**src/rtl/inband_req_pkg.sv**
```systemverilog
package inband_req_pkg;
  localparam int ADDR_W = 64;
  localparam int LEN_W  = 3;
  localparam int CMD_W  = 4;
  localparam int AD_W   = 32;

  localparam logic [CMD_W-1:0] CMD_RD      = 4'b0000;
  localparam logic [CMD_W-1:0] CMD_RD_LONG = 4'b0001;
  localparam logic [CMD_W-1:0] CMD_WR      = 4'b0100;
  localparam logic [CMD_W-1:0] CMD_FLUSH   = 4'b1010;
  localparam logic [CMD_W-1:0] CMD_FENCE   = 4'b1100;
  localparam logic [CMD_W-1:0] CMD_DUAL    = 4'b1110;

  localparam logic [2:0] ST_REQ_OK = 3'b111;

  typedef struct packed {
    logic [CMD_W-1:0]  cmd;
    logic [ADDR_W-1:0] addr;
    logic [LEN_W-1:0]  len;
  } req_t;
endpackage

```
**src/rtl/inband_req_fifo.sv**
```systemverilog
module inband_req_fifo
  import inband_req_pkg::*;
#(
  parameter int DEPTH = 4
) (
  input  logic clk,
  input  logic rst_ni,
  input  logic push_i,
  input  req_t push_data_i,
  input  logic pop_i,
  output req_t head_o,
  output logic empty_o,
  output logic full_o
);
  localparam int PTR_W = (DEPTH > 1) ? $clog2(DEPTH) : 1;
  localparam int CNT_W = $clog2(DEPTH + 1);
  localparam logic [PTR_W-1:0] LAST = PTR_W'(DEPTH - 1);

  req_t             mem_q [DEPTH];
  logic [PTR_W-1:0] wr_q, wr_d, rd_q, rd_d;
  logic [CNT_W-1:0] cnt_q, cnt_d;

  always_comb begin
    wr_d  = wr_q;
    rd_d  = rd_q;
    cnt_d = cnt_q;
    if (push_i) wr_d = (wr_q == LAST) ? '0 : wr_q + 1'b1;
    if (pop_i)  rd_d = (rd_q == LAST) ? '0 : rd_q + 1'b1;
    if (push_i && !pop_i) cnt_d = cnt_q + 1'b1;
    else if (!push_i && pop_i) cnt_d = cnt_q - 1'b1;
  end

  always_ff @(posedge clk or negedge rst_ni) begin
    if (!rst_ni) begin
      wr_q  <= '0;
      rd_q  <= '0;
      cnt_q <= '0;
    end else begin
      wr_q  <= wr_d;
      rd_q  <= rd_d;
      cnt_q <= cnt_d;
    end
  end

  always_ff @(posedge clk) begin
    if (push_i) mem_q[wr_q] <= push_data_i;
  end

  assign head_o  = mem_q[rd_q];
  assign empty_o = (cnt_q == '0);
  assign full_o  = (cnt_q == CNT_W'(DEPTH));

  AST_FIFO_BOUND: assert property (@(posedge clk) disable iff (!rst_ni)
    cnt_q <= CNT_W'(DEPTH)) else $error("fifo count over depth");
  AST_POP_NONEMPTY: assert property (@(posedge clk) disable iff (!rst_ni)
    pop_i |-> !empty_o) else $error("pop from empty queue");
endmodule

```
**src/rtl/inband_req_encode.sv**
```systemverilog
module inband_req_encode
  import inband_req_pkg::*;
(
  input  req_t             req_i,
  output logic [AD_W-1:0]  lo_ad_o,
  output logic [CMD_W-1:0] lo_cbe_o,
  output logic [AD_W-1:0]  hi_ad_o,
  output logic [CMD_W-1:0] hi_cbe_o,
  output logic             dual_o,
  output logic             slot_o,
  output logic             fence_o
);
  logic no_addr;

  always_comb begin
    no_addr  = (req_i.cmd == CMD_FLUSH) || (req_i.cmd == CMD_FENCE);
    dual_o   = !no_addr && (|req_i.addr[ADDR_W-1:AD_W]);
    lo_ad_o  = no_addr ? '0 : {req_i.addr[AD_W-1:LEN_W], req_i.len};
    lo_cbe_o = dual_o ? CMD_DUAL : req_i.cmd;
    hi_ad_o  = req_i.addr[ADDR_W-1:AD_W];
    hi_cbe_o = req_i.cmd;
    fence_o  = (req_i.cmd == CMD_FENCE);
    slot_o   = !fence_o;
  end
endmodule

```
**src/rtl/inband_req_order.sv**
```systemverilog
module inband_req_order #(
  parameter int MAX_OUT = 4
) (
  input  logic clk,
  input  logic rst_ni,
  input  logic pop_i,
  input  logic pop_slot_i,
  input  logic pop_fence_i,
  input  logic cpl_i,
  output logic room_o,
  output logic hold_o
);
  localparam int OCNT_W = $clog2(MAX_OUT + 1);

  logic [OCNT_W-1:0] cnt_q, cnt_d;
  logic              hold_q, hold_d;
  logic              inc, dec;

  always_comb begin
    inc   = pop_i && pop_slot_i;
    dec   = cpl_i && (cnt_q != '0);
    cnt_d = cnt_q;
    if (inc && !dec) cnt_d = cnt_q + 1'b1;
    else if (!inc && dec) cnt_d = cnt_q - 1'b1;
    if (pop_i && pop_fence_i) hold_d = (cnt_d != '0);
    else hold_d = hold_q && (cnt_d != '0);
  end

  always_ff @(posedge clk or negedge rst_ni) begin
    if (!rst_ni) begin
      cnt_q  <= '0;
      hold_q <= 1'b0;
    end else begin
      cnt_q  <= cnt_d;
      hold_q <= hold_d;
    end
  end

  assign room_o = (cnt_q < OCNT_W'(MAX_OUT));
  assign hold_o = hold_q;

  AST_OUT_LIMIT: assert property (@(posedge clk) disable iff (!rst_ni)
    cnt_q <= OCNT_W'(MAX_OUT)) else $error("outstanding over limit");
  AST_HOLD_NEEDS_COUNT: assert property (@(posedge clk) disable iff (!rst_ni)
    hold_q |-> (cnt_q != '0)) else $error("fence hold with nothing outstanding");
endmodule

```
**src/rtl/inband_req_issuer.sv**
```systemverilog
module inband_req_issuer
  import inband_req_pkg::*;
#(
  parameter int DEPTH   = 4,
  parameter int MAX_OUT = 4
) (
  input  logic              clk,
  input  logic              rst_n,
  input  logic              in_valid,
  output logic              in_ready,
  input  logic [CMD_W-1:0]  in_cmd,
  input  logic [ADDR_W-1:0] in_addr,
  input  logic [LEN_W-1:0]  in_len,
  input  logic              gnt_i,
  input  logic [2:0]        st_i,
  input  logic              cpl_i,
  output logic              req_o,
  output logic              pipe_o,
  output logic [CMD_W-1:0]  cbe_o,
  output logic [AD_W-1:0]   ad_o
);
  logic rst_meta_q, rst_sync_q, rst_sync_n;

  always_ff @(posedge clk or negedge rst_n) begin
    if (!rst_n) begin
      rst_meta_q <= 1'b0;
      rst_sync_q <= 1'b0;
    end else begin
      rst_meta_q <= 1'b1;
      rst_sync_q <= rst_meta_q;
    end
  end
  assign rst_sync_n = rst_sync_q;

  req_t             in_req, head;
  logic             empty, full, push, pop;
  logic [AD_W-1:0]  lo_ad, hi_ad;
  logic [CMD_W-1:0] lo_cbe, hi_cbe;
  logic             dual, slot, fence, room, hold;
  logic             can_issue, start;

  logic             pipe_q, pipe_d, hi_pend_q, hi_pend_d;
  logic [AD_W-1:0]  ad_q, ad_d, hi_ad_q, hi_ad_d;
  logic [CMD_W-1:0] cbe_q, cbe_d, hi_cbe_q, hi_cbe_d;

  assign in_req = '{cmd: in_cmd, addr: in_addr, len: in_len};
  assign push   = in_valid && !full;

  inband_req_fifo #(.DEPTH(DEPTH)) u_fifo (
    .clk(clk), .rst_ni(rst_sync_n), .push_i(push), .push_data_i(in_req),
    .pop_i(pop), .head_o(head), .empty_o(empty), .full_o(full)
  );

  inband_req_encode u_enc (
    .req_i(head), .lo_ad_o(lo_ad), .lo_cbe_o(lo_cbe), .hi_ad_o(hi_ad),
    .hi_cbe_o(hi_cbe), .dual_o(dual), .slot_o(slot), .fence_o(fence)
  );

  inband_req_order #(.MAX_OUT(MAX_OUT)) u_order (
    .clk(clk), .rst_ni(rst_sync_n), .pop_i(pop), .pop_slot_i(slot),
    .pop_fence_i(fence), .cpl_i(cpl_i), .room_o(room), .hold_o(hold)
  );

  always_comb begin
    can_issue = !empty && !hold && (room || !slot);
    start     = !pipe_q && can_issue && gnt_i && (st_i == ST_REQ_OK);
    pop       = 1'b0;
    pipe_d    = 1'b0;
    ad_d      = '0;
    cbe_d     = '0;
    hi_pend_d = 1'b0;
    hi_ad_d   = hi_ad_q;
    hi_cbe_d  = hi_cbe_q;
    if (hi_pend_q) begin
      pipe_d = 1'b1;
      ad_d   = hi_ad_q;
      cbe_d  = hi_cbe_q;
    end else if (pipe_q ? can_issue : start) begin
      pop       = 1'b1;
      pipe_d    = 1'b1;
      ad_d      = lo_ad;
      cbe_d     = lo_cbe;
      hi_pend_d = dual;
      hi_ad_d   = hi_ad;
      hi_cbe_d  = hi_cbe;
    end
  end

  always_ff @(posedge clk or negedge rst_sync_n) begin
    if (!rst_sync_n) begin
      pipe_q    <= 1'b0;
      hi_pend_q <= 1'b0;
      ad_q      <= '0;
      cbe_q     <= '0;
      hi_ad_q   <= '0;
      hi_cbe_q  <= '0;
    end else begin
      pipe_q    <= pipe_d;
      hi_pend_q <= hi_pend_d;
      ad_q      <= ad_d;
      cbe_q     <= cbe_d;
      hi_ad_q   <= hi_ad_d;
      hi_cbe_q  <= hi_cbe_d;
    end
  end

  assign in_ready = !full;
  assign req_o    = !pipe_q && can_issue;
  assign pipe_o   = pipe_q;
  assign ad_o     = ad_q;
  assign cbe_o    = cbe_q;

  AST_PIPE_AFTER_GRANT: assert property (@(posedge clk) disable iff (!rst_sync_n)
    $rose(pipe_q) |-> $past(gnt_i && (st_i == ST_REQ_OK))) else $error("pipe without grant");
  AST_DUAL_SECOND_BEAT: assert property (@(posedge clk) disable iff (!rst_sync_n)
    (pipe_q && (cbe_q == CMD_DUAL)) |=> (pipe_q && (cbe_q != CMD_DUAL))) else $error("dual cycle broken");
  AST_FENCE_STOPS_PIPE: assert property (@(posedge clk) disable iff (!rst_sync_n)
    (pipe_q && (cbe_q == CMD_FENCE) && hold) |=> !pipe_q) else $error("issue past fence");
  AST_IDLE_QUIET: assert property (@(posedge clk) disable iff (!rst_sync_n)
    !pipe_q |-> ((ad_q == '0) && (cbe_q == '0))) else $error("lines not quiet");
endmodule

```
**config.mk**
```make
export PLATFORM = sky130hd
export DESIGN_NAME = inband_req_issuer
export DESIGN_NICKNAME = d
export VERILOG_FILES = /design/src/rtl/inband_req_pkg.sv /design/src/rtl/inband_req_fifo.sv /design/src/rtl/inband_req_encode.sv /design/src/rtl/inband_req_order.sv /design/src/rtl/inband_req_issuer.sv
export SDC_FILE = /design/constraint.sdc
export NUM_CORES = 1
export LEC_CHECK = 0
export BUFFER_PORTS_ARGS = -buffer_cell sky130_fd_sc_hd__buf_2
export CELL_PAD_IN_SITES_DETAIL_PLACEMENT = 1
export CELL_PAD_IN_SITES_GLOBAL_PLACEMENT = 2
export CORE_ASPECT_RATIO = 0.5
export CORE_UTILIZATION = 40
export CTS_CLUSTER_SIZE = 25
export DETAILED_ROUTE_END_ITERATION = 16
export PLACE_DENSITY = 0.72
export SYNTH_ARGS = -nofsm -noshare
export SYNTH_HDL_FRONTEND = slang
export SYNTH_SLANG_ARGS = --single-unit
```
**constraint.sdc**
```tcl
create_clock -name clk -period 2.7 [get_ports clk]
set_input_delay 0 -clock clk [delete_from_list [all_inputs] [get_ports clk]]
set_output_delay 0 -clock clk [all_outputs]
set_load 0.02 [all_outputs]
```
==> impl_metrics.ini <==
[clock_tree]
path_clk_slew_ps = 60
cts.sinks = 359
cts_buffer_depth = 3
clock-root-buffer = clkbuf_16
cts_tree = done
worstSkewPairLatency_ps = 540
cts_buffers = 35
cts_htree_levels = 2

[route]
via_count = 7295
vias_per_cell = 5.00
drc = 0
ant_nets = 0
wl_mm = 31.6
dr.first_iter.drc_count = 560
wl_per_cell_um = 21.7
first_pass_iters = 4

[synthesis]
seq_area_frac_synth_pct = 76.8
synth.distinct_cells = 43
avgSynthCellArea_um2 = 17.8
syn_inst = 755
synth_area_mm2 = 0.0135
synth.yosys.warnings = 0
syn_nets = 844
ys_seq_elements = 359

[finish]
nFillCells = 3137
layout_common_cells = edfxtp_1, nand2_1, buf_2, dfrtp_1, dlygate4sd3_1
fin_nets = 1079
fin_util_pct = 51.0
final_common_cell = edfxtp_1
antenna_cells = 0
syn2layout_area_growth_pct = 25.4
final_layout_size_suffix_gt1_share_pct = 29.5

[worst_setup_path]
endpoint = u_fifo.cnt_q[1]
cp_data_required_time_ps = 3100
path_max_fanout = 7
critPathKind = reg2reg
r2r-end = u_fifo.cnt_q[1]
arrival_ps = 3100
start_kind = register
rrSetupSlack_ps = 8
cp-startpoint = u_fifo.rd_q[0]
reg2regPathDepth = 9
critPathCaptureType = register
r2r-start = u_fifo.rd_q[0]

[pwr]
p_switching_mw = 6.09
power_density_mw_per_mm2 = 1110
combPwrFrac_pct = 31.5
cellLeakagePower_nw = 6.45
pwr-share-seq_pct = 42.9
irDropWorstVdd_mv = 0.467
power_mw = 18.7
p_clk_share_pct = 25.6
swShare_pct = 32.5
p_int_mw = 12.6

[grt]
grt_pass1_vias = 8254
grt_use_total_pct = 19.2
overflow = 0
met3_usage_pct = 3.49
use_met2_pct = 31.9
grt_max_degree = 67
grt_busiest_layer = met2
met1_usage_pct = 26.3
antenna_found_initial = 0
grt_pass1_wl_mm = 49.2

[sta]
worst_slew_pin_slew_ps = 601
period_needed_ps = 2690
finalHoldViolCount = 0
tns_ps = 0
clock.fmax_mhz = 371
min_period_over_period_pct = 99.7
setup_viol = 0
worst_hold_slack_ps = 14.2
fin_skew_ps = 28.5
slew_headroom_pct = 59.8
rsz0062_at_grt = true
finalMaxSlewViolations = 0

[floorplanning]
die-area_mm2 = 0.0344
initial_utilization_pct = 40.7
rows = 47
dieHeight_um = 132
pin_count = 118
core_area_mm2 = 0.0331
die_w_um = 261

[hold_path]
min_path_cells = 3
hold_class = in2reg

[flow_run]
drv_cap = 0

[placement]
port_buffers = 114
gp_congestion = 0.742
hpwl_mm = 18.9

[outcome]
status = finished, final reports clean
## per-stage QoR
stage	std cells	setup slack, ps	instance area, µm²
after floorplan	755	-149	13500
after global placement	1315	-54.4	14900
after detailed placement	1315	-92.6	14900
after CTS	1456	-13.1	16800
after global routing	1458	-79.3	16900
final	1458	7.58	16900
## power groups by stage
stage / registers (mW) / clock network, mW / logic [mW]
after CTS: 8.05 / 4.86 / 5.94
after global routing: 8.16 / 5.06 / 6.44
after floorplan: 8.26 / 0 / 3.30
final: 8.03 / 4.78 / 5.90
after detailed placement: 8.15 / 0 / 5.60
after global placement: 8.08 / 0 / 5.50
## what timing repair did
action | CTS | global route
hold endpoints to repair | 275 | 0
buffers inserted | 4 | 3
pin swaps | 4 | 4
resized for setup | 7 | 12
cloned | 1 | 0
setup endpoints to repair | 7 | 17
hold buffers | 72 | 0
## cells in the mapped netlist, drive strengths merged
library cell,count,area (µm²)
a21o,1,7.51
buf,18,83.8
clkbuf,14,52.6
mux2,1,11.3
conb,1,3.75
nand2,149,559
nor3,3,26.3
o21ai,37,189
and2,1,6.26
a31o,1,8.76
xnor2,3,26.3
a21oi,3,15.0
a22oi,1,7.51
a41oi,1,8.76
nand2b,1,6.26
and4bb,2,25.0
edfxtp,272,8170
nand4,2,12.5
inv,42,158
nor2b,1,6.26
a32o,1,10.0
nor4,8,50.1
maj3,1,10.0
mux2i,2,20.0
nand3,3,15.0
mux4,68,1530
nor2,8,30.0
o22ai,2,18.8
or2,1,6.26
fa,1,20.0
xor2,3,26.3
ha,9,113
o21ba,1,10.0
o21bai,1,7.51
nand4bb,1,11.3
and3,4,25.0
dfrtp,87,2180
## sequential cells by signal (all words and copies together) (netlist names), 2 cells and up
register,flops
ad_o,32
cbe_o,4
hi_ad_q,32
hi_cbe_q,4
u_fifo.cnt_q,3
u_fifo.mem_q,272
u_fifo.rd_q,2
u_fifo.wr_q,2
u_order.cnt_q,3
## cell families after synthesis
family | after synthesis | share of synthesized area (%)
XOR/XNOR | 6 | 0.390
flip-flops | 359 | 76.8
multiplexers | 71 | 11.6
AND/OR/NAND/NOR | 184 | 5.79
other | 1 | 0.0279
AO/OA/AOI/OAI | 49 | 2.10
buffers and inverters | 74 | 2.18
adder cells (fa/ha/maj) | 11 | 1.06
## final cells by class
class,instances,area [µm²],share of cell area (%)
clock buffers,50,993,5.88
repair buffers,230,1770,10.5
flip-flops and latches,359,10400,61.3
multi-input cells,322,2930,17.4
well taps,441,552,3.27
clock inverters,14,123,0.726
inverters,42,160,0.948
## worst min-delay path by stage
stage	from	endpoint	slack, ps
global placement	rst_n	rst_meta_q	-220
CTS	cpl_i	u_order.cnt_q[2]	0.6
floorplan	rst_n	rst_meta_q	-300
finish	cpl_i	u_order.cnt_q[2]	10
detailed placement	rst_n	rst_meta_q	-210
global route	cpl_i	u_order.cnt_q[2]	70
## metal layers
layer / part of all wire, % / up-vias
met4: 1.5 / 0
met2: 49 / 128
met3: 4.1 / 44
met1: 45 / 3823
li1: - / 3300
met5: 0 / -
## worst max-delay path, stage by stage (launching register included)
cell and delay [ps]:
dfrtp_4 480, mux4_2 520, and4bb_2 370, o21ai_4 80, nor3_4 150, inv_2 80, ha_4 170, inv_4 50
fa_2 420, mux2_2 280
Power figures use the tool's default switching activity.
